[src/rtl/kcfg_pkg.sv]
package kcfg_pkg;

  localparam logic [7:0] KEY_ENTER = 8'h55;
  localparam logic [7:0] KEY_EXIT  = 8'hAA;

  localparam logic [7:0] IDX_LDN   = 8'h07;
  localparam logic [7:0] IDX_REV   = 8'h1C;
  localparam logic [7:0] IDX_SUB   = 8'h1D;
  localparam logic [7:0] IDX_IDLO  = 8'h1E;
  localparam logic [7:0] IDX_IDHI  = 8'h1F;
  localparam logic [7:0] IDX_LEG   = 8'h20;
  localparam logic [7:0] IDX_MODE  = 8'h24;
  localparam logic [7:0] IDX_BANK  = 8'h30;
  localparam logic [7:0] IDX_ACT   = 8'h30;
  localparam logic [7:0] IDX_WIN0  = 8'h31;

  localparam int SIRQ_BIT = 2;

  typedef enum logic [1:0] {
    PORT_NONE = 2'd0,
    PORT_IDX  = 2'd1,
    PORT_DAT  = 2'd2
  } port_e;

  typedef enum logic [1:0] {
    SLOT_ACT  = 2'd0,
    SLOT_WIN  = 2'd1,
    SLOT_UNDEF = 2'd2
  } slot_e;

  // Which of the two ports an address hits, given the decoder's base.
  function automatic port_e port_of(input logic [15:0] addr,
                                    input logic [15:0] base);
    logic [15:0] upper;
    upper = base + 16'd1;
    if (addr == base)       return PORT_IDX;
    else if (addr == upper) return PORT_DAT;
    else                    return PORT_NONE;
  endfunction

  function automatic logic is_global(input logic [7:0] idx);
    return idx < IDX_BANK;
  endfunction

  // Kind of bank register an index selects for a window of win bytes.
  function automatic slot_e bank_slot(input logic [7:0] idx, input int win);
    int off;
    off = int'(idx) - int'(IDX_WIN0);
    if (idx == IDX_ACT)               return SLOT_ACT;
    else if (off >= 0 && off < win)   return SLOT_WIN;
    else                              return SLOT_UNDEF;
  endfunction

  function automatic int win_offset(input logic [7:0] idx);
    return int'(idx) - int'(IDX_WIN0);
  endfunction

endpackage

[src/rtl/kcfg_key_lock.sv]
module kcfg_key_lock
  import kcfg_pkg::*;
(
  input  logic       clk,
  input  logic       rst_n,
  input  logic       idx_port_wr,
  input  logic [7:0] wdata,
  output logic       open_q,
  output logic       enter_ev,
  output logic       exit_ev,
  output logic       idx_load_ev
);

  always_comb begin
    enter_ev    = idx_port_wr && !open_q && (wdata == KEY_ENTER);
    exit_ev     = idx_port_wr &&  open_q && (wdata == KEY_EXIT);
    idx_load_ev = idx_port_wr &&  open_q && (wdata != KEY_EXIT);
  end

  always_ff @(posedge clk) begin
    if (!rst_n)        open_q <= 1'b0;
    else if (enter_ev) open_q <= 1'b1;
    else if (exit_ev)  open_q <= 1'b0;
  end

  AST_ENTER_KEY_OPENS: assert property (@(posedge clk) disable iff (!rst_n)
    (!open_q && idx_port_wr && wdata == KEY_ENTER) |=> open_q);
  AST_EXIT_KEY_LOCKS: assert property (@(posedge clk) disable iff (!rst_n)
    (open_q && idx_port_wr && wdata == KEY_EXIT) |=> !open_q);
  AST_LOCK_ONLY_BY_KEY: assert property (@(posedge clk) disable iff (!rst_n)
    (!(idx_port_wr && wdata == KEY_ENTER)) && (!(idx_port_wr && wdata == KEY_EXIT))
      |=> $stable(open_q));

endmodule

[src/rtl/kcfg_globals.sv]
module kcfg_globals
  import kcfg_pkg::*;
#(
  parameter logic [7:0] ID_REV    = 8'h03,
  parameter logic [7:0] ID_SUB    = 8'h21,
  parameter logic [7:0] ID_LO     = 8'h5A,
  parameter logic [7:0] ID_HI     = 8'hC3,
  parameter logic [7:0] ID_LEGACY = 8'hFE
)(
  input  logic       clk,
  input  logic       rst_n,
  input  logic       wr_ev,
  input  logic [7:0] idx,
  input  logic [7:0] wdata,
  output logic [7:0] rd_byte,
  output logic [7:0] ldn_q,
  output logic       sirq_q
);

  logic ldn_wr_ev;
  logic mode_wr_ev;

  always_comb begin
    ldn_wr_ev  = wr_ev && (idx == IDX_LDN);
    mode_wr_ev = wr_ev && (idx == IDX_MODE);
  end

  always_ff @(posedge clk) begin
    if (!rst_n) begin
      ldn_q  <= 8'h00;
      sirq_q <= 1'b1;
    end else begin
      if (ldn_wr_ev)  ldn_q  <= wdata;
      if (mode_wr_ev) sirq_q <= wdata[SIRQ_BIT];
    end
  end

  always_comb begin
    rd_byte = 8'h00;
    case (idx)
      IDX_LDN:  rd_byte = ldn_q;
      IDX_REV:  rd_byte = ID_REV;
      IDX_SUB:  rd_byte = ID_SUB;
      IDX_IDLO: rd_byte = ID_LO;
      IDX_IDHI: rd_byte = ID_HI;
      IDX_LEG:  rd_byte = ID_LEGACY;
      IDX_MODE: rd_byte[SIRQ_BIT] = sirq_q;
      default:  rd_byte = 8'h00;
    endcase
  end

  AST_LDN_HOLD: assert property (@(posedge clk) disable iff (!rst_n)
    !(wr_ev && idx == IDX_LDN) |=> $stable(ldn_q));
  AST_SIRQ_HOLD: assert property (@(posedge clk) disable iff (!rst_n)
    !(wr_ev && idx == IDX_MODE) |=> $stable(sirq_q));

endmodule

[src/rtl/kcfg_dev_bank.sv]
module kcfg_dev_bank
  import kcfg_pkg::*;
#(
  parameter int WIN_REGS = 4
)(
  input  logic       clk,
  input  logic       rst_n,
  input  logic       wr_ev,
  input  logic [7:0] idx,
  input  logic [7:0] wdata,
  output logic [7:0] rd_byte,
  output logic       act_q
);

  localparam int WIN_W = (WIN_REGS > 1) ? $clog2(WIN_REGS) : 1;

  logic [7:0]       win_q [WIN_REGS];
  slot_e            slot;
  logic [WIN_W-1:0] woff;
  logic             act_wr_ev;
  logic             win_wr_ev;

  always_comb begin
    slot      = bank_slot(idx, WIN_REGS);
    woff      = WIN_W'(win_offset(idx));
    act_wr_ev = wr_ev && (slot == SLOT_ACT);
    win_wr_ev = wr_ev && (slot == SLOT_WIN);
  end

  always_ff @(posedge clk) begin
    if (!rst_n) begin
      act_q <= 1'b0;
      for (int i = 0; i < WIN_REGS; i++) win_q[i] <= 8'h00;
    end else begin
      if (act_wr_ev) act_q <= wdata[0];
      if (win_wr_ev) win_q[woff] <= wdata;
    end
  end

  always_comb begin
    case (slot)
      SLOT_ACT: rd_byte = {7'b0, act_q};
      SLOT_WIN: rd_byte = win_q[woff];
      default:  rd_byte = 8'hFF;
    endcase
  end

  AST_ACT_HOLD: assert property (@(posedge clk) disable iff (!rst_n)
    !(wr_ev && idx == IDX_ACT) |=> $stable(act_q));
  AST_UNDEF_NO_EFFECT: assert property (@(posedge clk) disable iff (!rst_n)
    (wr_ev && slot == SLOT_UNDEF) |=> $stable(act_q));

endmodule

[src/rtl/kcfg_port.sv]
module kcfg_port
  import kcfg_pkg::*;
#(
  parameter int         NUM_LDN   = 8,
  parameter int         WIN_REGS  = 4,
  parameter logic [7:0] ID_REV    = 8'h03,
  parameter logic [7:0] ID_SUB    = 8'h21,
  parameter logic [7:0] ID_LO     = 8'h5A,
  parameter logic [7:0] ID_HI     = 8'hC3,
  parameter logic [7:0] ID_LEGACY = 8'hFE
)(
  input  logic               clk,
  input  logic               rst_n,
  input  logic [15:0]        io_base,
  input  logic [15:0]        io_addr,
  input  logic               io_wr,
  input  logic               io_rd,
  input  logic [7:0]         io_wdata,
  output logic [7:0]         io_rdata,
  output logic               rd_hit,
  output logic               cfg_open,
  output logic [NUM_LDN-1:0] dev_active,
  output logic               sirq_en
);

  localparam int LDN_W = (NUM_LDN > 1) ? $clog2(NUM_LDN) : 1;

  port_e        port;
  logic         idx_port_wr;
  logic         enter_ev;
  logic         exit_ev;
  logic         idx_load_ev;
  logic         data_wr_ev;
  logic         glb_wr_ev;
  logic [7:0]   index_q;
  logic [7:0]   ldn_q;
  logic [7:0]   glb_rd;
  logic         ldn_valid;
  logic [NUM_LDN-1:0] bank_wr_vec;
  logic [7:0]   bank_rd [NUM_LDN];
  logic [7:0]   sel_bank_rd;

  always_comb begin
    port        = port_of(io_addr, io_base);
    idx_port_wr = io_wr && (port == PORT_IDX);
    data_wr_ev  = io_wr && (port == PORT_DAT) && cfg_open;
    glb_wr_ev   = data_wr_ev && is_global(index_q);
    ldn_valid   = int'(ldn_q) < NUM_LDN;
  end

  kcfg_key_lock u_lock (
    .clk         (clk),
    .rst_n       (rst_n),
    .idx_port_wr (idx_port_wr),
    .wdata       (io_wdata),
    .open_q      (cfg_open),
    .enter_ev    (enter_ev),
    .exit_ev     (exit_ev),
    .idx_load_ev (idx_load_ev)
  );

  always_ff @(posedge clk) begin
    if (!rst_n)           index_q <= 8'h00;
    else if (idx_load_ev) index_q <= io_wdata;
  end

  kcfg_globals #(
    .ID_REV    (ID_REV),
    .ID_SUB    (ID_SUB),
    .ID_LO     (ID_LO),
    .ID_HI     (ID_HI),
    .ID_LEGACY (ID_LEGACY)
  ) u_glb (
    .clk     (clk),
    .rst_n   (rst_n),
    .wr_ev   (glb_wr_ev),
    .idx     (index_q),
    .wdata   (io_wdata),
    .rd_byte (glb_rd),
    .ldn_q   (ldn_q),
    .sirq_q  (sirq_en)
  );

  for (genvar d = 0; d < NUM_LDN; d++) begin : g_bank
    assign bank_wr_vec[d] = data_wr_ev && !is_global(index_q) && (ldn_q == 8'(d));
    kcfg_dev_bank #(.WIN_REGS(WIN_REGS)) u_bank (
      .clk     (clk),
      .rst_n   (rst_n),
      .wr_ev   (bank_wr_vec[d]),
      .idx     (index_q),
      .wdata   (io_wdata),
      .rd_byte (bank_rd[d]),
      .act_q   (dev_active[d])
    );
  end

  always_comb begin
    sel_bank_rd = ldn_valid ? bank_rd[ldn_q[LDN_W-1:0]] : 8'hFF;
  end

  always_comb begin
    rd_hit   = io_rd && cfg_open && (port != PORT_NONE);
    io_rdata = 8'hFF;
    if (rd_hit) begin
      if (port == PORT_IDX)        io_rdata = index_q;
      else if (is_global(index_q)) io_rdata = glb_rd;
      else                         io_rdata = sel_bank_rd;
    end
  end

  AST_LOCKED_INDEX_HOLD: assert property (@(posedge clk) disable iff (!rst_n)
    !cfg_open |=> $stable(index_q));
  AST_EXIT_KEEPS_INDEX: assert property (@(posedge clk) disable iff (!rst_n)
    exit_ev |=> $stable(index_q));
  AST_ONE_BANK_WRITE: assert property (@(posedge clk) disable iff (!rst_n)
    $onehot0(bank_wr_vec));
  AST_OFFPORT_UNCLAIMED: assert property (@(posedge clk) disable iff (!rst_n)
    (io_rd && port == PORT_NONE) |-> (io_rdata == 8'hFF));
  AST_LOCKED_NO_BANK_WRITE: assert property (@(posedge clk) disable iff (!rst_n)
    !cfg_open |-> (bank_wr_vec == '0));

endmodule

[config.mk]
export PLATFORM = sky130hd
export DESIGN_NAME = kcfg_port
export DESIGN_NICKNAME = d
export VERILOG_FILES = /design/src/rtl/kcfg_pkg.sv /design/src/rtl/kcfg_key_lock.sv /design/src/rtl/kcfg_globals.sv /design/src/rtl/kcfg_dev_bank.sv /design/src/rtl/kcfg_port.sv
export SDC_FILE = /design/constraint.sdc
export NUM_CORES = 1
export LEC_CHECK = 0
export BUFFER_PORTS_ARGS = -buffer_cell sky130_fd_sc_hd__buf_4
export CORE_ASPECT_RATIO = 0.75
export CORE_MARGIN = 1
export CORE_UTILIZATION = 55
export DETAILED_ROUTE_END_ITERATION = 12
export PLACE_DENSITY = 0.8
export SLEW_MARGIN = 0
export SYNTH_ARGS = -nofsm -noshare
export SYNTH_HDL_FRONTEND = slang
export SYNTH_SLANG_ARGS = --single-unit
[constraint.sdc]
create_clock -name clk -period 5.2 [get_ports clk]
set_input_delay 0.78 -clock clk [delete_from_list [all_inputs] [get_ports clk]]
set_output_delay 0.78 -clock clk [all_outputs]
set_load 0.01 [all_outputs]
==> results of run 1 <==
[critical path: stages (launching register included)]
cell and delay [ns]:
dfxtp_4 0.39, inv_2 0.17, ha_4 0.85, buf_4 0.33, mux4_2 0.32, mux2_2 0.27, o311ai_0 0.39, o21ai_0 0.13
o211ai_1 0.21, o2111ai_1 0.19, buf_4 0.19
[registers in the layout (all words and copies together) (netlist names)]
name / cells
g_bank.u_bank.win_q: 256
u_glb.ldn_q: 8
u_lock.open_q: 1
u_glb.sirq_q: 1
g_bank.u_bank.act_q: 8
index_q: 8
[how the worst max path moves through the flow]
stage                       startpoint                                    endpoint  slack (ns)  cells past startpoint
3_3_place_gp                io_base[1]  g_bank[2].u_bank.win_q[0][1]$_SDFFCE_PN0P_        1.07                     11
6_report       index_q[0]$_SDFFE_PN0P_                                 io_rdata[0]        0.39                     10
3_5_place_dp                io_base[1]  g_bank[2].u_bank.win_q[0][1]$_SDFFCE_PN0P_        0.94                     11
2_1_floorplan  index_q[0]$_SDFFE_PN0P_                                 io_rdata[4]        0.65                     12
4_1_cts        index_q[0]$_SDFFE_PN0P_                                 io_rdata[0]        0.46                     10
5_1_grt        index_q[1]$_SDFFE_PN0P_                                 io_rdata[2]        0.22                     11
[layer usage]
layer	global-route usage, %	wire [µm]	vias up
met3	9.473	6505	102
met2	45.95	17700	864
met4	9.071	1197	0
li1	-	-	4448
met5	0	0	-
met1	43.86	15190	5012
[cells by family after synthesis]
| kind of cell | count (synthesis) |
|---|---|
| XOR/XNOR | 25 |
| AND/OR/NAND/NOR | 562 |
| adder cells (fa/ha/maj) | 5 |
| multiplexers | 113 |
| AO/OA/AOI/OAI | 107 |
| buffers and inverters | 101 |
| flip-flops | 282 |
[cell type report]
type	count	area, µm²
timing repair buffer	113	848.3
sequential	282	8213
fill	1897	9351
inverter	10	37.54
multi-input combinational	812	5458
clock buffer	33	718.2
tap	338	422.9
clock inverter	17	162.7
[cell usage after synthesis, drive strengths merged (11+ instances only)]
| library cell | count |
|---|---|
| dfxtp | 26 |
| edfxtp | 256 |
| nor3 | 11 |
| nand2 | 151 |
| mux2i | 43 |
| mux4 | 65 |
| buf | 54 |
| nand4 | 14 |
| nor2 | 299 |
| nor2b | 17 |
| xor2 | 16 |
| clkbuf | 37 |
| nand3 | 24 |
| a21oi | 15 |
| o21ai | 39 |
[stage by stage]
stage	utilization (%)	hold slack, ns
after global routing	62.91	0.5203
after floorplan	-	0.4484
final	62.91	0.5006
after detailed placement	59.41	0.4855
after global placement	59.41	0.4746
after CTS	62.91	0.4940
[power by group through the flow]
stage          sequential (mW)  combinational, mW  clock [mW]
2_1_floorplan             2.63              0.139           0
3_3_place_gp              2.64              0.258           0
3_5_place_dp              2.65              0.264           0
4_1_cts                   2.60              0.267        1.99
5_1_grt                   2.61              0.285        2.07
6_report                  2.60              0.275        1.99
==> results.md, run 1 <==
* Hold_sp: u_glb.ldn_q[4]$_SDFFE_PN0P_
* Fin Setup TNS at 0 ns
* # diodes at 0
* Max IR drop VDD at 0.2616 mV
* Die ar. at 0.02658 mm²
* GRT overflow at 0
* First-pass GRT wire length at 61,060 µm
* Crit path capture type: output pin
* Slew headroom at 34.03%
* Internal cell power at 3.797 mW
* PostCTS Resize Cnt at 0
* WP data required at 4.42 ns
* Final Hold Fails at 0
* Setup Buffers After CTS at 0
* NetSw at 1.068 mW
* Share of the synthesized area in the top cell type at 53.91%
* Reg clk slew, reported paths at 0.06 ns
* Clock Latency Late Sink at 0.56 ns
* Average size of a mapped cell at 11.93 µm²
* Worst reg-to-reg path cell count at 11
* Final wirelength at 40,590 µm
* Post-route cell area at 0.01586 mm²
* Sw Ratio at 21.96%
* Cells after synthesis at 1,195
* Area leader, netlist: edfxtp_1
* Compound-Gate Fraction of Synth Area at 5.001%
* Combinational fraction of design power at 5.6%
* Yosys cell types at 68
* Post-Place Cells at 1,555
* Register area share after synthesis at 57.56%
* Die Ht at 141.4 µm
* WP data arrival at 4.03 ns
* Leakage at 5.097 nW
* Clock buffer depth at 3
* Status: finished, final reports clean
* Largest family of logic cells by synthesized area: simple AND/OR/NAND/NOR gates
* Max Fclk at 0.2080 GHz
* Post-CTS Hold Buffers at 0
* Hold path endpoint: u_glb.ldn_q[4]$_SDFFE_PN0P_
* Synth Area in Simple Gates at 17.53%
* Mux share of post-synthesis cell area at 13.68%
* Layout cell share with drive strength beyond 1 at 18.86%
* Via count at 10,426
* Crit Path Category: reg -> out
* DIE WIDTH at 187.9 µm
* IO Pins at 63
* DR WL/cell at 25.29 µm
* Clock root buffer: clkbuf_16
* DP HPWL at 26,720 µm
* Flop2flop setup slack at 1.26 ns
* Total power at 4.866 mW
* Dpl cell area at 0.01498 mm²
* Reg-to-reg critical path startpoint: index_q[0]$_SDFFE_PN0P_
* # clock sinks at 282
* Commonest non-fill, non-tap cells in the layout: nor2_1, edfxtp_1, nand2_1
* Area contributors post-synth: edfxtp_1, mux4_2, nor2_1
* Hold path depth at 2
* CP startpoint kind: register
* Syn nets at 1,244
* Largest net degree at the start of global routing at 65
* Worst-Margin Slew at 0.9860 ns
* Synth Warn # at 0
* Final ANT Viol Nets at 0
* Post-Syn Area at 0.01426 mm²
* Clock network power share at 41.0%
* Pre-CTS setup slack at 0.9392 ns
* Crit path time final at 4.808 ns
* Flop pwr share at 53.4%
* XOR/XNOR share of the synthesized area at 1.535%
* Vias per cell at 6.496
* Pwr dens at 306.8 mW/mm²
* Area delta synth->final at 11.22%
* Final period util at 92.46%
* All-layer global routing usage at 30.85%
* Clock Skew at 0.02645 ns
* DRT Pass-1 Iters at 7
* Initial Util at 56.56%
* Fin worst setup slack at 0.3920 ns
* Fin nets at 1,295
* Worst min path class: reg -> reg
* Post-synth ARST share at 0%
* Initial antenna violation count at 0
* CTS tree: built
* Adder-Cell Fraction of Synth Area at 0.4387%
* Top_reg_cell synth: edfxtp_1
* Port Buffers at 62
* Worst Path Max Fanout at 60
* H-tree depth at 1
* Cell Rows at 50
* Final setup viols at 0
* RSZ-0062 raised after global routing: false
* Starting DRT DRC Count at 1,830
* DRC at 0
* GP Congestion at 0.9887
* RR Endpoint: g_bank[2].u_bank.win_q[0][3]$_SDFFCE_PN0P_
* CORE AREA at 0.02521 mm²
* CTS buffer count at 27
* Vias in the first global route at 10,044
* Max Slew Vio Count at 0
* Max Cap Viol at 0
* EDFF count, synth at 256
* Final Instance Count excl. Fillers at 1,605
* Seq cells post-synth at 282
* Commonest non-fill, non-tap cell in the layout: nor2_1
(Power assumes the default switching activity.)
==> run 2: changes to the inputs <==
==> constraint.sdc (replaced) <==
create_clock -name clk -period 5.2 [get_ports clk]
set_input_delay 0.78 -clock clk [delete_from_list [all_inputs] [get_ports clk]]
set_output_delay 0.78 -clock clk [all_outputs]
set_load 0.005 [all_outputs]
==> results.md, run 2 (synthesis results as in run 1) <==
* DRC at 0 (unchanged)
* Critical-path top delay cell: ha_4
* Clock Latency Late Sink at 0.55 ns (about the same)
* All-layer global routing usage at 30.33% (-0.52 points)
* Final Hold Fails at 0 (unchanged)
* Worst min path class: reg -> reg
* Final setup viols at 0 (unchanged)
* Sw Ratio at 21.74% (-0.22 points)
* DR WL/cell at 24.97 µm (-1.3%)
* Post-Place Cells at 1,552 (-0.19%)
* Crit Path Category: reg -> out
* Layout cell share with drive strength beyond 1 at 18.64% (-0.23 points)
* Largest net degree at the start of global routing at 65 (unchanged)
* Dpl cell area at 0.01497 mm² (about the same)
* Vias in the first global route at 9,719 (-3.2%)
* Initial antenna violation count at 0 (unchanged)
* Starting DRT DRC Count at 1,725 (-5.7%)
* GP Congestion at 0.8983 (-9.1%)
* DIE WIDTH at 187.9 µm (unchanged)
* Worst Path Max Fanout at 53 (-12%)
* Clock buffer depth at 3 (unchanged)
* Slew headroom at 29.34% (-4.7 points)
* Leakage at 5.081 nW (-0.30%)
* Critical-path cell list: inv_1, ha_4, buf_4, mux4_2, mux4_2, o2111a_1, o32ai_1, nand3_1, buf_4
* RSZ-0062 raised after global routing: false
* Area delta synth->final at 11.28% (about the same)
* Die Ht at 141.4 µm (unchanged)
* GRT overflow at 0 (unchanged)
* Status: finished, final reports clean
* CORE AREA at 0.02521 mm² (unchanged)
* Post-route cell area at 0.01587 mm² (about the same)
* Total power at 4.873 mW (+0.15%)
* Final wirelength at 39,920 µm (-1.7%)
* Pre-CTS setup slack at 0.9476 ns (+0.008366 ns)
* Combinational fraction of design power at 5.5% (about the same)
* NetSw at 1.059 mW (-0.85%)
* Final period util at 94.06% (+1.6 points)
* Reg clk slew, reported paths at 0.07 ns (about the same)
* Clock network power share at 41.2% (+0.2 points)
* WP data required at 4.42 ns (about the same)
* Cell Rows at 50 (unchanged)
* Setup Buffers After CTS at 0 (unchanged)
* Via count at 10,374 (-0.50%)
* CTS buffer count at 26 (-3.7%)
* Worst-Margin Slew at 1.056 ns (+0.07000 ns)
* Max IR drop VDD at 0.2610 mV (-0.23%)
* Number of fill cells at 1,862 (-1.8%)
* Internal cell power at 3.814 mW (+0.43%)
* Post-CTS Hold Buffers at 0 (unchanged)
* CTS tree: built
* Flop2flop setup slack at 1.13 ns (-0.13 ns)
* Vias per cell at 6.488 (-0.13%)
* Max reg flops at 256 (unchanged)
* Clock root buffer: clkbuf_16
* Final Instance Count excl. Fillers at 1,599 (-0.37%)
* DRT Pass-1 Iters at 5 (-2)
* Crit path time final at 4.891 ns (+0.08296 ns)
* CP max stage delay at 0.78 ns (-0.07 ns)
* CP delay by family, top: multiplexers
* Buf/Inv on CP at 3 (unchanged)
* Commonest non-fill, non-tap cells in the layout: nor2_1, edfxtp_1, nand2_1
* Fin worst setup slack at 0.3090 ns (-0.08296 ns)
* Biggest register: g_bank.u_bank.win_q
* # diodes at 0 (unchanged)
* Flop pwr share at 53.3% (about the same)
* PostCTS Resize Cnt at 0 (unchanged)
* Fin nets at 1,291 (-0.31%)
* Fin Setup TNS at 0 ns (unchanged)
* Max Fclk at 0.2045 GHz (-1.7%)
* Initial Util at 56.56% (unchanged)
* Pwr dens at 307.1 mW/mm² (about the same)
* Max Cap Viol at 0 (unchanged)
* Max Slew Vio Count at 0 (unchanged)
* # clock sinks at 282 (unchanged)
* Crit path capture type: output pin
* H-tree depth at 1 (unchanged)
* First-pass GRT wire length at 59,710 µm (-2.2%)
* Port Buffers at 62 (unchanged)
* Commonest non-fill, non-tap cell in the layout: nor2_1
* IO Pins at 63 (unchanged)
* Final ANT Viol Nets at 0 (unchanged)
* WP data arrival at 4.11 ns (+0.08 ns)
* CP startpoint kind: register
* DP HPWL at 25,880 µm (-3.1%)
* Clock Skew at 0.01894 ns (-0.007516 ns)
* Die ar. at 0.02658 mm² (unchanged)
==> run 2: final timing paths <==
kind | startpoint | to | cells after the start
worst max register to register | index_q[0]$_SDFFE_PN0P_ | g_bank[6].u_bank.win_q[0][6]$_SDFFCE_PN0P_ | 10
worst min-delay path | u_glb.ldn_q[4]$_SDFFE_PN0P_ | u_glb.ldn_q[4]$_SDFFE_PN0P_ | 2
worst min register to register | u_glb.ldn_q[4]$_SDFFE_PN0P_ | u_glb.ldn_q[4]$_SDFFE_PN0P_ | 2
worst max-delay path | index_q[1]$_SDFFE_PN0P_ | io_rdata[4] | 9
==> run 2: area by class of cell <==
class	instances	area (µm²)	area share (%)
timing repair buffer	110	838.3	5.283
clock inverter	16	220.2	1.388
clock buffer	31	679.4	4.281
sequential	282	8213	51.75
multi-input combinational	812	5458	34.39
tap	338	422.9	2.665
inverter	10	37.54	0.2365
==> run 2: metal layers <==
layer,global-route usage [%],wire length (µm)
met5,0,0
met4,7.189,878
met3,7.717,6341
met2,45.24,17390
met1,44.87,15310
==> run 2: stage by stage <==
step | hold WS, ns | util, %
global placement | 0.4653 | 59.37
detailed placement | 0.4765 | 59.37
floorplan | 0.4484 | -
finish | 0.4864 | 62.94
CTS | 0.4854 | 62.94
global route | 0.5144 | 62.94
==> run 2: worst min-delay path, stage by stage (launching register included) <==
cell     delay [ns]
dfxtp_1        0.33
nand2_1        0.06
mux2i_1        0.05
==> run 2: power by group through the flow <==
stage                     Clock (mW)  Combinational [mW]  Sequential (mW)
after detailed placement           0               0.259             2.65
after floorplan                    0               0.139             2.63
after global placement             0               0.256             2.64
after CTS                       2.02               0.262             2.60
after global routing            2.09               0.280             2.61
final                           2.01               0.269             2.60
